===== src/rtl/trap_arb_pkg.sv =====
package trap_arb_pkg;
  localparam int NUM_EXC = 7;
  localparam int CAUSE_W = 8;
  localparam logic [CAUSE_W-1:0] HALT_CAUSE = 8'h63;
  localparam logic [CAUSE_W-1:0] IRQ_FLAG   = 8'h80;

  // bit position of each exception equals its priority rank
  function automatic logic [CAUSE_W-1:0] exc_cause(input int idx);
    case (idx)
      0:       return 8'h00;
      1:       return 8'h01;
      2:       return 8'h02;
      3:       return 8'h03;
      4:       return 8'h04;
      5:       return 8'h05;
      default: return 8'h0B;
    endcase
  endfunction
endpackage


===== src/rtl/trap_src_buf.sv =====
module trap_src_buf #(
  parameter int W = 4
) (
  input  logic         clk,
  input  logic         rst,
  input  logic [W-1:0] set_i,
  input  logic [W-1:0] clr_i,
  input  logic         flush_i,
  output logic [W-1:0] q_o
);
  always_ff @(posedge clk) begin
    if (rst)          q_o <= '0;
    else if (flush_i) q_o <= '0;
    else              q_o <= (q_o & ~clr_i) | set_i;
  end
endmodule


===== src/rtl/trap_prio_pick.sv =====
module trap_prio_pick #(
  parameter  int W  = 4,
  localparam int IW = (W > 1) ? $clog2(W) : 1
) (
  input  logic [W-1:0]  req_i,
  output logic [W-1:0]  grant_o,
  output logic [IW-1:0] idx_o,
  output logic          any_o
);
  always_comb begin
    grant_o = '0;
    idx_o   = '0;
    any_o   = 1'b0;
    for (int i = W - 1; i >= 0; i--) begin
      if (req_i[i]) begin
        grant_o    = '0;
        grant_o[i] = 1'b1;
        idx_o      = IW'(i);
        any_o      = 1'b1;
      end
    end
  end
endmodule


===== src/rtl/trap_arbiter.sv =====
module trap_arbiter
  import trap_arb_pkg::*;
#(
  parameter  int NUM_IRQ = 4,
  localparam int EIW = $clog2(NUM_EXC),
  localparam int IIW = (NUM_IRQ > 1) ? $clog2(NUM_IRQ) : 1
) (
  input  logic                clk,
  input  logic                rst,
  input  logic [NUM_EXC-1:0]  exc_i,
  input  logic [NUM_IRQ-1:0]  irq_i,
  input  logic                irq_en_i,
  input  logic                halt_req_i,
  input  logic                debug_mode_i,
  input  logic                trap_ack_i,
  output logic                trap_pend_o,
  output logic [CAUSE_W-1:0]  trap_cause_o,
  output logic [NUM_EXC-1:0]  clr_exc_o,
  output logic [NUM_IRQ-1:0]  clr_irq_o,
  output logic                clr_halt_o
);
  logic [NUM_EXC-1:0] exc_buf, exc_kill, exc_grant, win_exc, win_exc_q;
  logic [NUM_IRQ-1:0] irq_buf, irq_kill, irq_eff, irq_grant, win_irq, win_irq_q;
  logic [0:0]         halt_buf;
  logic               halt_eff, win_halt, win_halt_q;
  logic [EIW-1:0]     exc_idx;
  logic [IIW-1:0]     irq_idx;
  logic               exc_any, irq_any, take;
  logic [CAUSE_W-1:0] sel_cause;

  assign take     = trap_ack_i & trap_pend_o;
  assign exc_kill = take ? win_exc_q : '0;
  assign irq_kill = take ? win_irq_q : '0;

  trap_src_buf #(.W(NUM_EXC)) u_exc_buf (
    .clk(clk), .rst(rst), .set_i(exc_i), .clr_i(exc_kill),
    .flush_i(1'b0), .q_o(exc_buf));

  trap_src_buf #(.W(NUM_IRQ)) u_irq_buf (
    .clk(clk), .rst(rst), .set_i(irq_i), .clr_i(irq_kill),
    .flush_i(1'b0), .q_o(irq_buf));

  // halt stays until the core reports debug mode
  trap_src_buf #(.W(1)) u_halt_buf (
    .clk(clk), .rst(rst), .set_i(halt_req_i), .clr_i(1'b0),
    .flush_i(debug_mode_i), .q_o(halt_buf));

  assign halt_eff = halt_buf[0] & ~debug_mode_i;
  assign irq_eff  = (irq_en_i & ~debug_mode_i) ? irq_buf : '0;

  trap_prio_pick #(.W(NUM_EXC)) u_exc_pick (
    .req_i(exc_buf), .grant_o(exc_grant), .idx_o(exc_idx), .any_o(exc_any));

  trap_prio_pick #(.W(NUM_IRQ)) u_irq_pick (
    .req_i(irq_eff), .grant_o(irq_grant), .idx_o(irq_idx), .any_o(irq_any));

  always_comb begin
    win_halt  = 1'b0;
    win_exc   = '0;
    win_irq   = '0;
    sel_cause = trap_cause_o;
    if (halt_eff) begin
      win_halt  = 1'b1;
      sel_cause = HALT_CAUSE;
    end else if (exc_any) begin
      win_exc   = exc_grant;
      sel_cause = exc_cause(int'(exc_idx));
    end else if (irq_any) begin
      win_irq   = irq_grant;
      sel_cause = IRQ_FLAG | CAUSE_W'(irq_idx);
    end
  end

  always_ff @(posedge clk) begin
    if (rst) begin
      trap_pend_o  <= 1'b0;
      trap_cause_o <= '0;
      win_exc_q    <= '0;
      win_irq_q    <= '0;
      win_halt_q   <= 1'b0;
      clr_exc_o    <= '0;
      clr_irq_o    <= '0;
      clr_halt_o   <= 1'b0;
    end else if (take) begin
      trap_pend_o  <= 1'b0;
      clr_exc_o    <= win_exc_q;
      clr_irq_o    <= win_irq_q;
      clr_halt_o   <= win_halt_q;
    end else begin
      trap_pend_o  <= halt_eff | exc_any | irq_any;
      trap_cause_o <= sel_cause;
      win_exc_q    <= win_exc;
      win_irq_q    <= win_irq;
      win_halt_q   <= win_halt;
      clr_exc_o    <= '0;
      clr_irq_o    <= '0;
      clr_halt_o   <= 1'b0;
    end
  end
endmodule


===== config.mk =====
export PLATFORM = sky130hd
export DESIGN_NAME = trap_arbiter
export DESIGN_NICKNAME = d
export VERILOG_FILES = /design/src/rtl/trap_arb_pkg.sv /design/src/rtl/trap_src_buf.sv /design/src/rtl/trap_prio_pick.sv /design/src/rtl/trap_arbiter.sv
export SDC_FILE = /design/constraint.sdc
export NUM_CORES = 1
export LEC_CHECK = 0
export BUFFER_PORTS_ARGS = -buffer_cell sky130_fd_sc_hd__buf_2
export CORE_ASPECT_RATIO = 1.2
export CORE_UTILIZATION = 45
export CTS_BUF_LIST = sky130_fd_sc_hd__clkbuf_4 sky130_fd_sc_hd__clkbuf_8
export DETAILED_ROUTE_END_ITERATION = 16
export PLACE_DENSITY = 0.69
export SLEW_MARGIN = 20
export SYNTH_ARGS = -nofsm -noshare
export SYNTH_HDL_FRONTEND = slang
export SYNTH_SLANG_ARGS = --single-unit

===== constraint.sdc =====
create_clock -name clk -period 1.8 [get_ports clk]
set_input_delay 0.27 -clock clk [delete_from_list [all_inputs] [get_ports clk]]
set_output_delay 0.27 -clock clk [all_outputs]
set_load 0.01 [all_outputs]

==> results of run 1 <==
-- synthesized netlist by cell type (2+ instances only) --
cell type | n | share of area
a21oi_1 | 16 | 0.051
nor4_1 | 2 | 0.0079
a21o_1 | 4 | 0.019
nor3b_1 | 2 | 0.0095
nand2_1 | 14 | 0.033
dfxtp_1 | 43 | 0.55
a31o_2 | 2 | 0.011
inv_1 | 2 | 0.0048
o21bai_1 | 3 | 0.014
buf_4 | 2 | 0.0095
nor3_1 | 4 | 0.013
and2_1 | 13 | 0.052
nand2b_1 | 3 | 0.012
nor2_1 | 20 | 0.048
a41o_2 | 2 | 0.014
clkbuf_1 | 4 | 0.0095
-- worst min-delay path by stage --
stage / end / slack (ps) / cells after the start
floorplan: u_halt_buf.q_o / 350 / 1
global placement: clr_halt_o / 450 / 1
detailed placement: clr_halt_o / 450 / 1
CTS: u_halt_buf.q_o / 170 / 2
global route: u_exc_buf.q_o[0] / 170 / 3
finish: u_halt_buf.q_o / 170 / 2
-- through the flow --
stage	std cells	hold WS, ps	power, mW	worst slack (ps)	area [um^2]
floorplan	159	349	1.15	363	1570
global placement	232	446	1.22	289	1820
detailed placement	232	449	1.22	213	1820
CTS	240	165	2.10	193	1960
global route	240	173	2.16	63.6	1960
finish	240	171	2.09	214	1960
-- cell usage in the layout, fill, tap and decap left out, drive strengths merged, types with 4 or more instances in the layout --
cell type and instances:
dfxtp 43, buf 43, nor2 20, a21oi 16
nand2 14, and2 14, clkbuf 6, nor3 5
a21o 4
-- sequential cells by signal, indices dropped and copies added (netlist names), 4 cells and up --
| signal | cells |
|---|---|
| clr_exc_o | 7 |
| clr_irq_o | 4 |
| trap_cause_o | 6 |
| u_exc_buf.q_o | 7 |
| u_irq_buf.q_o | 4 |
| win_exc_q | 7 |
| win_irq_q | 4 |
-- area by class of cell --
| class | count | share of cell area |
|---|---|---|
| inverter | 2 | 0.00384 |
| timing repair buffer | 43 | 0.119 |
| multi-input combinational | 107 | 0.344 |
| tap | 37 | 0.0237 |
| clock inverter | 2 | 0.0307 |
| sequential | 43 | 0.440 |
| clock buffer | 6 | 0.0390 |
-- per-layer routing --
metal | vias to the layer above | wire (um)
li1 | 640 | -
met1 | 608 | 1400
met2 | 37 | 1660
met3 | 6 | 174
met4 | 0 | 59
met5 | - | 0
-- logic make-up after synthesis --
group                  Yosys count
AOI/OAI and AO/OA               39
DFF                             43
and+or+nand+nor                 67
other                            1
buffers and inverters            9
-- power breakdown --
group	internal [mW]	switching [mW]
Sequential	0.986	0.0368
Clock	0.569	0.315
Combinational	0.0829	0.0952
Total	1.64	0.447
-- critical path: cells and delay by family, from the launching register on --
family	cells	cell delay, ps
AOI/OAI and AO/OA	2	410
DFF	1	350
and+or+nand+nor	2	730
==> impl_metrics.json, run 1 <==
{
  "wl_per_cell_um": 13.7,
  "layout_min_cycle_time_ps": 1590,
  "crit_required_ps": 2010,
  "arrival_ps": 1800,
  "ant_nets": 0,
  "ys_async_sr_fraction": 0,
  "rsz0062_at_grt": "no",
  "place_congestion": 0.831,
  "grt_busiest_layer": "met2",
  "fin_skew_ps": 4.65,
  "ir_worst_vdd_mv": 0.792,
  "syn-mean-instance-area_um2": 9.90,
  "post_cts_buffers": 0,
  "endpoint_kind": "flop",
  "worstRegToRegCells": 4,
  "n_fill_cell": 308,
  "critPathKind": "reg2reg",
  "clk_latency_ps": 300,
  "critPathCapture": "trap_cause_o[0]",
  "finalSetupViolations": 0,
  "synth_top_family_by_area": "simple AND/OR/NAND/NOR gates",
  "drt-total-wl_um": 3290,
  "max-clock-path-buffers": 2,
  "clockRootBuffer": "clkbuf_8",
  "clkTransAtPathRegs_ps": 70,
  "p_leak_nw": 0.895,
  "coreArea_um2": 3340,
  "die_y_um": 66.8,
  "hold_class": "in2reg",
  "grt_pass1_vias": 1189,
  "drc": 0,
  "synthMuxAreaShare": 0,
  "yosys_warnings": 0,
  "drv_cap": 0,
  "utilization": 0.586,
  "yosysSeqAreaShare": 0.547,
  "port_buffers": 36,
  "via_per_inst": 5.38,
  "dieArea_um2": 3740,
  "syn2layout_area_growth_pct": 24.2,
  "crit_slowest_cell": "nor4_1",
  "seq_area_um2": 861,
  "initial_utilization": 0.472,
  "yosys.area_share.simple": 0.240,
  "drive_gt1_frac": 0.325,
  "grt_pass1_wl_um": 5440,
  "dieWidth_um": 56.0,
  "outcome": "completed",
  "hold_viol_final": 0,
  "htree_levels": 2,
  "ioPinCount": 38,
  "powerDensity_nw_per_um2": 1070,
  "crit_fanout": 5,
  "yosys.area_share.xor_xnor": 0,
  "max_slew_margin": 0.666,
  "synth_edf_count": 0,
  "clock_sinks": 43,
  "grt_overflow_total": 0,
  "antenna_found_initial": 0,
  "critical_path.cell_chain": "nor4_1 > o2111ai_2 > and3_4 > a311oi_2",
  "use_met2": 0.348,
  "reg2reg_slack_ps": 210,
  "multi_input_area_um2": 672,
  "worstReg2RegEnd": "trap_cause_o[0]",
  "syn-cell-area_um2": 1570,
  "cp-start-kind": "flop",
  "holdCritStartpoint": "debug_mode_i",
  "finalCritPeriodShare": 0.881,
  "drt_iter0_drc": 38,
  "rows": 23,
  "tns_ps": 0,
  "firstDrtPassIters": 4,
  "gr-usage-met3": 0.0583,
  "n_antenna_cell": 0,
  "post-dp-hpwl_um": 2530,
  "synth_compound_area_frac": 0.184,
  "synth_flop_cell": "dfxtp_1",
  "fmaxAchievable_mhz": 630,
  "cts_hold_buf": 0,
  "syn_inst": 159,
  "slowest_delay_ps": 480,
  "vias": 1291,
  "cts_tree": "done",
  "gr-usage-met1": 0.212,
  "synth_cell_types": 39,
  "ys_seq_elements": 43,
  "grt_start_max_net_pins": 14,
  "groute.usage.overall": 0.195,
  "reg2reg_from": "u_irq_buf.q_o[2]",
  "cts_buffers": 5,
  "synthAdderAreaFrac": 0,
  "slew_violations": 0,
  "syn-num-nets": 176,
  "post_cts_resized": 0,
  "tightest_slew_ps": 496,
  "num-nets-final": 219,
  "critPathLaunch": "u_irq_buf.q_o[2]"
}
No activity file was read; power rests on OpenSTA's default activity.
==> run 2, diff against run 1 <==
Settings changed: PLACE_DENSITY 0.69 to 0.79.
==> run 2 against run 1 <==
Critical path type unchanged. Die area did not move. Clock-buffer cell count fell by 1. Wire length fell by 5.9%. Highest routed layer unchanged. Non-clock buffer count fell by 2. Register-to-register slack improved by 50 ps. Critical endpoint unchanged. Final area fell by 2.0%. The run now ends with DRC left. Clock skew rose by 2.6 ps.
==> impl_metrics.json, run 2 (synthesized netlist as in run 1, its figures left out) <==
{
  "reg.largest.list": "clr_exc_o (7), u_exc_buf.q_o (7), win_exc_q (7)",
  "outcome": "complete, but fails checks",
  "dieWidth_um": 56.0,
  "finalSetupViolations": 0,
  "violations": "DRC",
  "final_common_cell": "dfxtp_1",
  "drt-total-wl_um": 3100,
  "post-dp-hpwl_um": 2250,
  "mostFrequentLayoutCells": "dfxtp_1 (43), buf_2 (36), nor2_1 (20)",
  "rows": 23,
  "cp-start-kind": "flop",
  "fin_skew_ps": 7.22,
  "antenna_found_initial": 0,
  "port_buffers": 36,
  "post_cts_resized": 0,
  "cts_tree": "done",
  "slew_violations": 0,
  "grt_pass1_vias": 1155,
  "p_total_mw": 1.94,
  "cts_buffers": 5,
  "htree_levels": 2,
  "post_dp_cell_area_um2": 1800,
  "drv_cap": 0,
  "tns_ps": 0,
  "rsz0062_at_grt": "no",
  "finalCritPeriodShare": 0.853,
  "layout_min_cycle_time_ps": 1540,
  "p_leak_nw": 0.874,
  "powerDensity_nw_per_um2": 1010,
  "max-clock-path-buffers": 2,
  "endpoint_kind": "flop",
  "grt_pass1_wl_um": 5250,
  "initial_utilization": 0.472,
  "clk_latency_ps": 300,
  "crit_fanout": 5,
  "n_antenna_cell": 0,
  "hold_depth": 2,
  "pre_cts_slack_ps": 261,
  "ioPinCount": 38,
  "drive_gt1_frac": 0.318,
  "crit_required_ps": 2020,
  "critical_path.cell_chain": "nor4_1 > o2111ai_2 > and3_4 > a311oi_2",
  "dieArea_um2": 3740,
  "setup_slack_ps": 265,
  "ant_nets": 0,
  "cts_hold_buf": 0,
  "clkTransAtPathRegs_ps": 80,
  "wl_per_cell_um": 13.0,
  "fmaxAchievable_mhz": 651,
  "path_delay_family": "simple AND/OR/NAND/NOR gates",
  "hold_viol_final": 0,
  "die_y_um": 66.8,
  "drc": 2,
  "ir_worst_vdd_mv": 0.659,
  "clock_sinks": 43,
  "drt_iter0_drc": 38,
  "arrival_ps": 1750,
  "hold_end": "u_halt_buf.q_o",
  "vias": 1233,
  "clockRootBuffer": "clkbuf_8",
  "post_cts_buffers": 0,
  "utilization": 0.574,
  "fin_area_um2": 1920,
  "hold_class": "in2reg",
  "syn2layout_area_growth_pct": 21.8,
  "crit_slowest_cell": "nor4_1",
  "slowest_delay_ps": 460,
  "groute.usage.overall": 0.183,
  "crit_buf_inv": 0,
  "via_per_inst": 5.18,
  "grt_start_max_net_pins": 16,
  "grt_overflow_total": 0,
  "firstDrtPassIters": 10,
  "place_congestion": 0.838,
  "holdCritStartpoint": "debug_mode_i",
  "critPathKind": "reg2reg",
  "reg2reg_slack_ps": 260,
  "reg2reg_from": "u_irq_buf.q_o[0]",
  "worstRegToRegCells": 4,
  "worstReg2RegEnd": "trap_cause_o[0]",
  "coreArea_um2": 3340,
  "num-nets-final": 217
}
## run 2: area by class of cell
type | instances | area [um^2]
Clock buffer | 5 | 68.8
Clock inverter | 3 | 43.8
Fill cell | 302 | 1420
Inverter | 2 | 7.51
Multi-Input combinational cell | 107 | 672
Sequential cell | 43 | 861
Tap cell | 37 | 46.3
Timing Repair Buffer | 41 | 218
## run 2: how the worst max path moves through the flow
stage                                start               to  cells after the start
after CTS                 u_irq_buf.q_o[0]  trap_cause_o[0]                      4
after floorplan                trap_pend_o  trap_cause_o[3]                      5
after global placement    u_irq_buf.q_o[2]  trap_cause_o[0]                      4
final                     u_irq_buf.q_o[0]  trap_cause_o[0]                      4
after global routing      u_irq_buf.q_o[0]  trap_cause_o[0]                      4
after detailed placement        trap_ack_i     win_irq_q[1]                      5
## run 2: worst register-to-register path: stages (launching register included)
cell and delay [ps]:
dfxtp_1 340, nor4_1 460, o2111ai_2 230, and3_4 260
a311oi_2 180
## run 2: power by group
group | internal, mW | switching, mW
clock | 0.413 | 0.329
sequential | 0.986 | 0.0374
combinational | 0.0800 | 0.0920
## run 2: layer usage
metal / part of all wire / up-vias / global-route usage
met2: 0.51 / 31 / 0.323
met4: 0.017 / 0 / 0.0732
li1: - / 630 / -
met1: 0.43 / 566 / 0.207
met5: 0 / - / 0
met3: 0.048 / 6 / 0.0544
## run 2: per-stage QoR
stage | hold WS, ps | instances
3_5_place_dp | 445 | 230
5_1_grt | 171 | 238
2_1_floorplan | 349 | 159
3_3_place_gp | 441 | 230
6_report | 167 | 238
4_1_cts | 161 | 238
==> run 3, diff against run 2 <==
Settings changed: CORE_UTILIZATION 45 to 54, MAX_ROUTING_LAYER set to met4, PLACE_DENSITY 0.79 to 0.9.
==> run 3 against run 2 <==
The flow now finishes without violations. Largest power group unchanged. Cell count shrank 1.3%. Largest cell class unchanged. First-iteration DRC count fell by 26%. Power decreased by 14%. Clock skew increased by 8.1 ps. Hold slack got worse by 68 ps. Critical endpoint is now trap_cause_o[6]. Wire length increased by 5.5%. Clock power decreased by 37%. Sequential cell count unchanged. Setup slack worse by 45 ps. Critical path type unchanged. Sequential power about the same. Non-clock buffer count is the same.
==> impl_metrics.json, run 3 (synthesized netlist as in run 1, its figures left out) <==
{
  "drive_gt1_frac": 0.318,
  "tightest_slew_ps": 714,
  "ioPinCount": 38,
  "rows": 21,
  "drv_cap": 0,
  "cts_tree": "done",
  "coreArea_um2": 2790,
  "p_leak_nw": 0.847,
  "cts_hold_buf": 0,
  "crit_buf_inv": 0,
  "mostFrequentLayoutCells": "dfxtp_1 (43), buf_2 (36), nor2_1 (20)",
  "clk_latency_ps": 370,
  "drt-total-wl_um": 3270,
  "critPathKind": "reg2reg",
  "max-clock-path-buffers": 2,
  "drt_iter0_drc": 28,
  "sw_frac_of_total": 0.261,
  "seqPwrFrac": 0.614,
  "initial_utilization": 0.565,
  "finalSetupViolations": 0,
  "slowest_delay_ps": 480,
  "htree_levels": 2,
  "crit_slowest_cell": "nor4_1",
  "grt_start_max_net_pins": 15,
  "ant_nets": 0,
  "grt_pass1_wl_um": 5130,
  "final_cell_count_no_fill": 235,
  "die_y_um": 61.1,
  "power_frac_clock": 0.281,
  "cts_buffers": 5,
  "power_switching_uw": 435,
  "endpoint_kind": "flop",
  "drc": 0,
  "hold_class": "in2reg",
  "p_comb_frac": 0.105,
  "port_buffers": 36,
  "path_delay_family": "simple AND/OR/NAND/NOR gates",
  "num-nets-final": 217,
  "antenna_found_initial": 0,
  "intPower_mw": 1.23,
  "n_antenna_cell": 0,
  "max_slew_margin": 0.522,
  "setup_slack_ps": 220,
  "grt_overflow_total": 0,
  "syn2layout_area_growth_pct": 18.0,
  "powerDensity_nw_per_um2": 898,
  "place_congestion": 0.874,
  "pre_cts_slack_ps": 240,
  "dieWidth_um": 51.3,
  "firstDrtPassIters": 6,
  "rsz0062_at_grt": "no",
  "post_cts_buffers": 0,
  "post-dp-hpwl_um": 2460,
  "fin_skew_ps": 15.3,
  "tns_ps": 0,
  "finalCritPeriodShare": 0.878,
  "cp-start-kind": "flop",
  "dpl.cell_count": 227,
  "groute.usage.overall": 0.236,
  "post_cts_resized": 0,
  "hold_viol_final": 0,
  "whs_ps": 99.6,
  "utilization": 0.667,
  "critical_path.cell_chain": "nor4_1 > o2111ai_2 > and3_4 > nor3_1",
  "wl_per_cell_um": 13.9,
  "clkTransAtPathRegs_ps": 120,
  "wl_met3_um": 160,
  "clock_sinks": 43,
  "slew_violations": 0,
  "dieArea_um2": 3140,
  "via_per_inst": 5.42,
  "arrival_ps": 1860,
  "fmaxAchievable_mhz": 633,
  "outcome": "completed",
  "dr.max_layer_used": "met4",
  "reg.largest.list": "clr_exc_o (7), u_exc_buf.q_o (7), win_exc_q (7)",
  "clockRootBuffer": "clkbuf_4",
  "crit_fanout": 5,
  "layout_min_cycle_time_ps": 1580,
  "final_common_cell": "dfxtp_1",
  "wl_met2_um": 1670,
  "grt_pass1_vias": 1181,
  "ir_worst_vdd_mv": 0.775,
  "crit_required_ps": 2080,
  "wl_met1_um": 1330,
  "vias": 1273
}
[run 3: metal layers]
metal	vias to the layer above	global-route usage
met5	-	-
met4	0	0.139
met3	10	0.0741
met2	44	0.389
met1	585	0.251
li1	634	-
[run 3: final cells by class]
| class | count | area (um^2) |
|---|---|---|
| clock buffer | 6 | 45.0 |
| timing repair buffer | 41 | 218 |
| tap | 34 | 42.5 |
| fill | 214 | 927 |
| multi-input combinational | 107 | 672 |
| inverter | 2 | 7.51 |
| sequential | 43 | 861 |
| clock inverter | 2 | 12.5 |
[run 3: metrics by stage]
stage | total power, mW | instance area, um^2
final | 1.67 | 1860
after global routing | 1.75 | 1860
after CTS | 1.69 | 1860
after detailed placement | 1.22 | 1800
after global placement | 1.21 | 1800
after floorplan | 1.15 | 1570
[run 3: final timing paths]
kind | start | to | slack [ps] | cells after the start
setup reg to reg | u_irq_buf.q_o[0] | trap_cause_o[6] | 220 | 4
hold / removal | exc_i[6] | u_exc_buf.q_o[6] | 100 | 3
setup / recovery | u_irq_buf.q_o[0] | trap_cause_o[6] | 220 | 4
hold reg to reg | win_halt_q | clr_halt_o | 470 | 1
[run 3: power by group through the flow]
stage,Combinational (mW),Clock [mW],Sequential [mW]
after floorplan,0.109,0,1.04
after global placement,0.169,0,1.04
after detailed placement,0.175,0,1.05
after CTS,0.176,0.486,1.02
after global routing,0.193,0.522,1.03
final,0.176,0.469,1.02
[run 3: worst reg2reg max path, cell delays in order (launching register included)]
cell and delay, ps:
dfxtp_1 360, nor4_1 480, o2111ai_2 220, and3_4 250
nor3_1 180
